===== config.mk =====
export PLATFORM = sky130hd
export DESIGN_NAME = softstart_seq
export DESIGN_NICKNAME = d
export VERILOG_FILES = /design/src/rtl/ss_pkg.sv /design/src/rtl/ss_prescaler.sv /design/src/rtl/ss_seq_fsm.sv /design/src/rtl/ss_ref_scale.sv /design/src/rtl/softstart_seq.sv
export SDC_FILE = /design/constraint.sdc
export NUM_CORES = 1
export LEC_CHECK = 0
export BUFFER_PORTS_ARGS = -buffer_cell sky130_fd_sc_hd__buf_2
export CORE_MARGIN = 5
export CORE_UTILIZATION = 56
export DETAILED_ROUTE_END_ITERATION = 16
export PLACE_DENSITY_LB_ADDON = 0.3
export SLEW_MARGIN = 10
export SYNTH_ARGS = -nofsm -noshare
export SYNTH_HDL_FRONTEND = slang
export SYNTH_SLANG_ARGS = --single-unit
export TNS_END_PERCENT = 20

===== constraint.sdc =====
create_clock -name clk_osc -period 4.8 [get_ports clk_osc]
set_clock_uncertainty 0.05 [all_clocks]
set_input_delay 0.48 -clock clk_osc [delete_from_list [all_inputs] [get_ports clk_osc]]
set_output_delay 0.48 -clock clk_osc [all_outputs]
set_load 0.01 [all_outputs]

===== src/rtl/ss_pkg.sv =====
package ss_pkg;

    typedef enum logic [1:0] {
        SS_IDLE = 2'd0,
        SS_RAMP = 2'd1,
        SS_DONE = 2'd2
    } ss_state_t;

endpackage


===== src/rtl/ss_prescaler.sv =====
module ss_prescaler #(
    parameter int DIV_LOG2 = 6
) (
    input  logic clk,
    input  logic rst_n,
    input  logic clr,
    output logic tick
);
    localparam int DIV = 1 << DIV_LOG2;
    localparam logic [DIV_LOG2-1:0] LAST = DIV_LOG2'(DIV - 1);

    logic [DIV_LOG2-1:0] cnt_q;

    always_ff @(posedge clk or negedge rst_n) begin
        if (!rst_n) begin
            cnt_q <= '0;
        end else if (clr) begin
            cnt_q <= '0;
        end else begin
            cnt_q <= cnt_q + 1'b1;
        end
    end

    always_comb begin
        tick = !clr && (cnt_q == LAST);
    end

endmodule


===== src/rtl/ss_seq_fsm.sv =====
module ss_seq_fsm
    import ss_pkg::*;
#(
    parameter int STEP_LOG2 = 6,
    parameter int CODE_W    = STEP_LOG2 + 1
) (
    input  logic              clk,
    input  logic              rst_n,
    input  logic              good_a,
    input  logic              good_b,
    input  logic              tick,
    output logic              run_en,
    output logic              done,
    output logic [CODE_W-1:0] code
);
    localparam int NUM_STEPS = 1 << STEP_LOG2;
    localparam logic [CODE_W-1:0] CODE_PENULT = CODE_W'(NUM_STEPS - 1);

    ss_state_t         state_q, state_d;
    logic [CODE_W-1:0] code_q;
    logic              both_good;

    assign both_good = good_a && good_b;

    // state register
    always_ff @(posedge clk or negedge rst_n) begin
        if (!rst_n) begin
            state_q <= SS_IDLE;
        end else begin
            state_q <= state_d;
        end
    end

    // next-state decode
    always_comb begin
        state_d = state_q;
        unique case (state_q)
            SS_IDLE: begin
                if (both_good) state_d = SS_RAMP;
            end
            SS_RAMP: begin
                if (!both_good) begin
                    state_d = SS_IDLE;
                end else if (tick && (code_q == CODE_PENULT)) begin
                    state_d = SS_DONE;
                end
            end
            SS_DONE: begin
                if (!both_good) state_d = SS_IDLE;
            end
            default: state_d = SS_IDLE;
        endcase
    end

    // step code register
    always_ff @(posedge clk or negedge rst_n) begin
        if (!rst_n) begin
            code_q <= '0;
        end else if (!both_good) begin
            code_q <= '0;
        end else if ((state_q == SS_RAMP) && tick) begin
            code_q <= code_q + 1'b1;
        end
    end

    // outputs
    always_comb begin
        run_en = (state_q == SS_RAMP) && both_good;
        done   = (state_q == SS_DONE);
        code   = code_q;
    end

endmodule


===== src/rtl/ss_ref_scale.sv =====
module ss_ref_scale #(
    parameter int CODE_W = 7,
    parameter int REF_W  = 12,
    parameter int SHIFT  = 6
) (
    input  logic [CODE_W-1:0] code,
    input  logic [REF_W-1:0]  final_val,
    output logic [REF_W-1:0]  ref_val
);
    localparam int PROD_W = CODE_W + REF_W;

    logic [PROD_W-1:0] prod;

    always_comb begin
        prod    = PROD_W'(code) * PROD_W'(final_val);
        ref_val = prod[SHIFT +: REF_W];
    end

endmodule


===== src/rtl/softstart_seq.sv =====
module softstart_seq #(
    parameter int DIV_LOG2  = 6,
    parameter int STEP_LOG2 = 6,
    parameter int REF_W     = 12,
    parameter int CODE_W    = STEP_LOG2 + 1
) (
    input  logic              clk_osc,
    input  logic              rst_n,
    input  logic              sup_a_ok,
    input  logic              sup_b_ok,
    input  logic [REF_W-1:0]  final_a,
    input  logic [REF_W-1:0]  final_b,
    output logic [CODE_W-1:0] step_code,
    output logic [REF_W-1:0]  ref_a,
    output logic [REF_W-1:0]  ref_b,
    output logic              ramp_done
);
    localparam int NUM_CH = 2;

    logic                         tick;
    logic                         run_en;
    logic [NUM_CH-1:0][REF_W-1:0] fin_vec;
    logic [NUM_CH-1:0][REF_W-1:0] ref_vec;

    ss_prescaler #(.DIV_LOG2(DIV_LOG2)) u_presc (
        .clk   (clk_osc),
        .rst_n (rst_n),
        .clr   (!run_en),
        .tick  (tick)
    );

    ss_seq_fsm #(.STEP_LOG2(STEP_LOG2), .CODE_W(CODE_W)) u_fsm (
        .clk    (clk_osc),
        .rst_n  (rst_n),
        .good_a (sup_a_ok),
        .good_b (sup_b_ok),
        .tick   (tick),
        .run_en (run_en),
        .done   (ramp_done),
        .code   (step_code)
    );

    assign fin_vec[0] = final_a;
    assign fin_vec[1] = final_b;

    for (genvar ch = 0; ch < NUM_CH; ch++) begin : g_ch
        ss_ref_scale #(.CODE_W(CODE_W), .REF_W(REF_W), .SHIFT(STEP_LOG2)) u_scale (
            .code      (step_code),
            .final_val (fin_vec[ch]),
            .ref_val   (ref_vec[ch])
        );
    end

    assign ref_a = ref_vec[0];
    assign ref_b = ref_vec[1];

endmodule


==> summary.txt <==
Status
  • Outcome: finished, violations left
  • Failing checks: negative setup slack

Logic synthesis
  • Post-Syn Instances: 636
  • Most used flip-flop cell after synthesis: dfrtp_1
  • Share of the synthesized area in the top cell type: 34.1%
  • Asr flop ratio synth: 100%
  • Cell taking the most area after synthesis: fa_1
  • Yosys cell types: 41
  • Seq/Total Area, Yosys: between 6 and 7%
  • Post-synthesis cell area: around 0.0055 mm^2
  • Synth warn: 0
  • Top post-synthesis cells by area: fa_1 (34%), ha_1 (15%), and2_1 (12%)
  • Yosys reg bits: 15
  • Most frequent cell after synthesis: inv_1
  • Syn Nets: ~830
  • Syn Area/Cell: 8.69 um^2
  • Post-synth top cells: inv_1 (112), and2_1 (103), fa_1 (94)
  • Number of synthesized flops with an enable pin: 0

Clock network
  • Clk sink count: 15
  • CTS buffer count: 3
  • Clock Path Buffers: 2
  • CTS H-tree lvls: 1
  • Reg clk slew, reported paths: roughly 0.060 ns
  • Post-CTS Hold Buffers: 0
  • Clock Latency Late Sink: approximately 0.25 ns
  • CTS tree: yes
  • Clk root buf: clkbuf_8

Detailed routing
  • Vias: around 4700
  • DRT iter0 DRCs: just over 200
  • Wirelength per Cell: 14.5 um
  • Post-route antenna net violation count: 0
  • WL final: approximately 13 mm
  • Mean number of vias per cell: between 5 and 6
  • Detailed Routing Iterations Pass 1: 4
  • Drt drc: 0

Global routing
  • Antenna violations before repair: 0
  • Largest net degree at the start of global routing: 24
  • Gr usage total: a little under a quarter
  • Vias in the first global route: 5052
  • GR Overflow Total: 0
  • First-pass GRT wire length: 22.4 mm

Timing
  • Tightest Pin Transition: around 0.78 ns
  • Max-slew violation count: 0
  • Fmax: 0.187 GHz
  • Setup TNS: -6.18 ns
  • Fin worst setup slack: -0.554 ns
  • Final hold viol count: 0
  • Fin crit period: 5.35 ns
  • RSZ-0062 raised after global routing: yes
  • Post-route clock period utilization: 112%
  • Hold Slack: roughly 0.076 ns
  • Max-slew headroom: a little under half
  • Setup violations, final: 19

Pwr
  • Combinational share of power: around 18%
  • VDD IR max: roughly 0.16 mV
  • Pwr Total: 0.000280 W
  • Flop pwr share: between 40% and 50%
  • Internal power: 0.000206 W
  • P_sw: roughly 0.000074 W
  • Share of power burned in the clock network: 36.6%
  • Sw Ratio: a little over a quarter
  • Static Leak: just under 4 nW
  • P per Cell Area: around 41 mW/mm^2

Critical path
  • CP required: 4.27 ns
  • Worst setup SP type: flip-flop
  • Crit path max fanout: 6
  • Nature of the critical path endpoint: primary output
  • Critical Path AT: ~4.8 ns
  • Critical path class: reg -> out

Cells and area
  • Multi-input gate area: 0.00487 mm^2
  • FF+latch area: approximately 380 um^2
  • # diodes: 0
  • Share of cells above drive strength 1: about a quarter
  • # nets final: 960
  • Filler cell count: around 770
  • Area grow syn2layout: 24.5%

Floorplan
  • Die area: 0.0120 mm^2
  • Site row count: 36
  • Die height: between 100 and 150 um
  • Initial Utilization: between 50% and 60%
  • Horiz. Die Dim: around 110 um
  • I/O pins: 60
  • Core area: roughly 0.0097 mm^2

Place
  • Pre-CTS WS: -0.477 ns
  • Detail Placement HPWL: 10.7 mm
  • Placer Congestion: around 0.90
  • Number of port buffers: just under 60

Min path
  • Hold Crit Class: in -> async

Flow run
  • Max cap viols: 0
routing by layer:
| metal | part of all wire (%) | up-vias | GRT usage, % |
|---|---|---|---|
| met4 | 0.47 | 0 | 1.60 |
| li1 | - | 2250 | - |
| met5 | 0 | - | 0 |
| met2 | 54 | 108 | 43.3 |
| met1 | 41 | 2338 | 29.6 |
| met3 | 3.9 | 9 | 2.41 |
worst max-delay path, cell delays in order (launching register included):
cell	delay [ns]
dfrtp_2	0.47
and2_4	0.17
fa_1	0.54
inv_1	0.05
fa_1	0.47
inv_1	0.05
fa_1	0.47
inv_1	0.05
fa_1	0.49
inv_2	0.04
ha_4	0.21
a21o_1	0.17
a221o_1	0.36
a221o_1	0.41
a221oi_2	0.33
xnor2_1	0.15
buf_2	0.14
state kept, by name, indices dropped and copies added, names as in the netlist:
| register | count |
|---|---|
| u_fsm.code | 7 |
| u_presc.cnt_q | 6 |
| u_fsm.state_q | 2 |
cells in the final DEF (no fill, tap or decap), types with 3 or more instances in the layout:
| cell | synthesis | layout |
|---|---|---|
| and2_4 | 0 | 3 |
| buf_4 | 0 | 85 |
| dfrtp_2 | 0 | 3 |
| o21ai_0 | 4 | 3 |
| nand3_1 | 11 | 10 |
| inv_1 | 112 | 110 |
| xnor2_1 | 24 | 23 |
| ha_4 | 0 | 6 |
| a21oi_2 | 0 | 6 |
| o21bai_1 | 3 | 3 |
| dfrtp_1 | 15 | 12 |
| and2_1 | 103 | 100 |
| a21oi_1 | 19 | 12 |
| buf_2 | 0 | 59 |
| nor3_1 | 13 | 7 |
| nor2_1 | 23 | 23 |
| nand2_1 | 72 | 71 |
| nor3_2 | 0 | 4 |
| buf_6 | 1 | 4 |
| nand4_1 | 3 | 3 |
| xor2_1 | 14 | 13 |
| fa_1 | 94 | 93 |
| a21o_1 | 9 | 9 |
| ha_1 | 68 | 61 |
| clkbuf_8 | 0 | 3 |
repair_timing:
item	4_1_cts	5_1_grt
gates resized for setup	18	22
pin swaps	8	19
endpoints found under the setup margin	20	21
buffers inserted	6	3
layout make-up:
type | count | share of cell area (%)
tap | 133 | 2.42
timing repair buffer | 149 | 14.5
sequential | 15 | 5.51
inverter | 112 | 6.11
clock buffer | 4 | 0.655
multi-input combinational | 489 | 70.8
metrics by stage:
| stage | area (um^2) | cells | util, % |
|---|---|---|---|
| after CTS | 6750 | 899 | 69.7 |
| after detailed placement | 6580 | 889 | 68.0 |
| final | 6880 | 902 | 71.0 |
| after global routing | 6880 | 902 | 71.0 |
| after floorplan | 5660 | 636 | - |
| after global placement | 6580 | 889 | 68.0 |
path summary, 6_finish.rpt:
check,cells past startpoint,to,slack [ns],start
max,16,ref_b[11],-0.55,u_fsm.code[1]
min,1,u_presc.cnt_q[2],0.08,rst_n
max reg2reg,6,u_fsm.code[5],2.72,u_fsm.state_q[1]
min reg2reg,1,u_fsm.state_q[0],0.40,u_fsm.state_q[1]
max in group asynchronous,1,u_fsm.code[2],4.36,rst_n
min in group clk_osc,1,u_fsm.state_q[0],0.40,u_fsm.state_q[1]
cell families after synthesis:
group | synth area share [%]
simple gates | 21.9
fa+ha+maj | 49.5
buf+inv | 9.10
compound gates | 6.75
xor+xnor | 6.02
flops | 6.79
power groups by stage:
stage          clock (W)  combinational [W]  sequential (W)
6_report        0.000103          0.0000495        0.000128
5_1_grt         0.000113          0.0000540        0.000128
4_1_cts         0.000105          0.0000487        0.000128
3_5_place_dp           0          0.0000485        0.000130
3_3_place_gp           0          0.0000470        0.000130
2_1_floorplan          0         0.00000238        0.000130
Power figures use the tool's default switching activity.
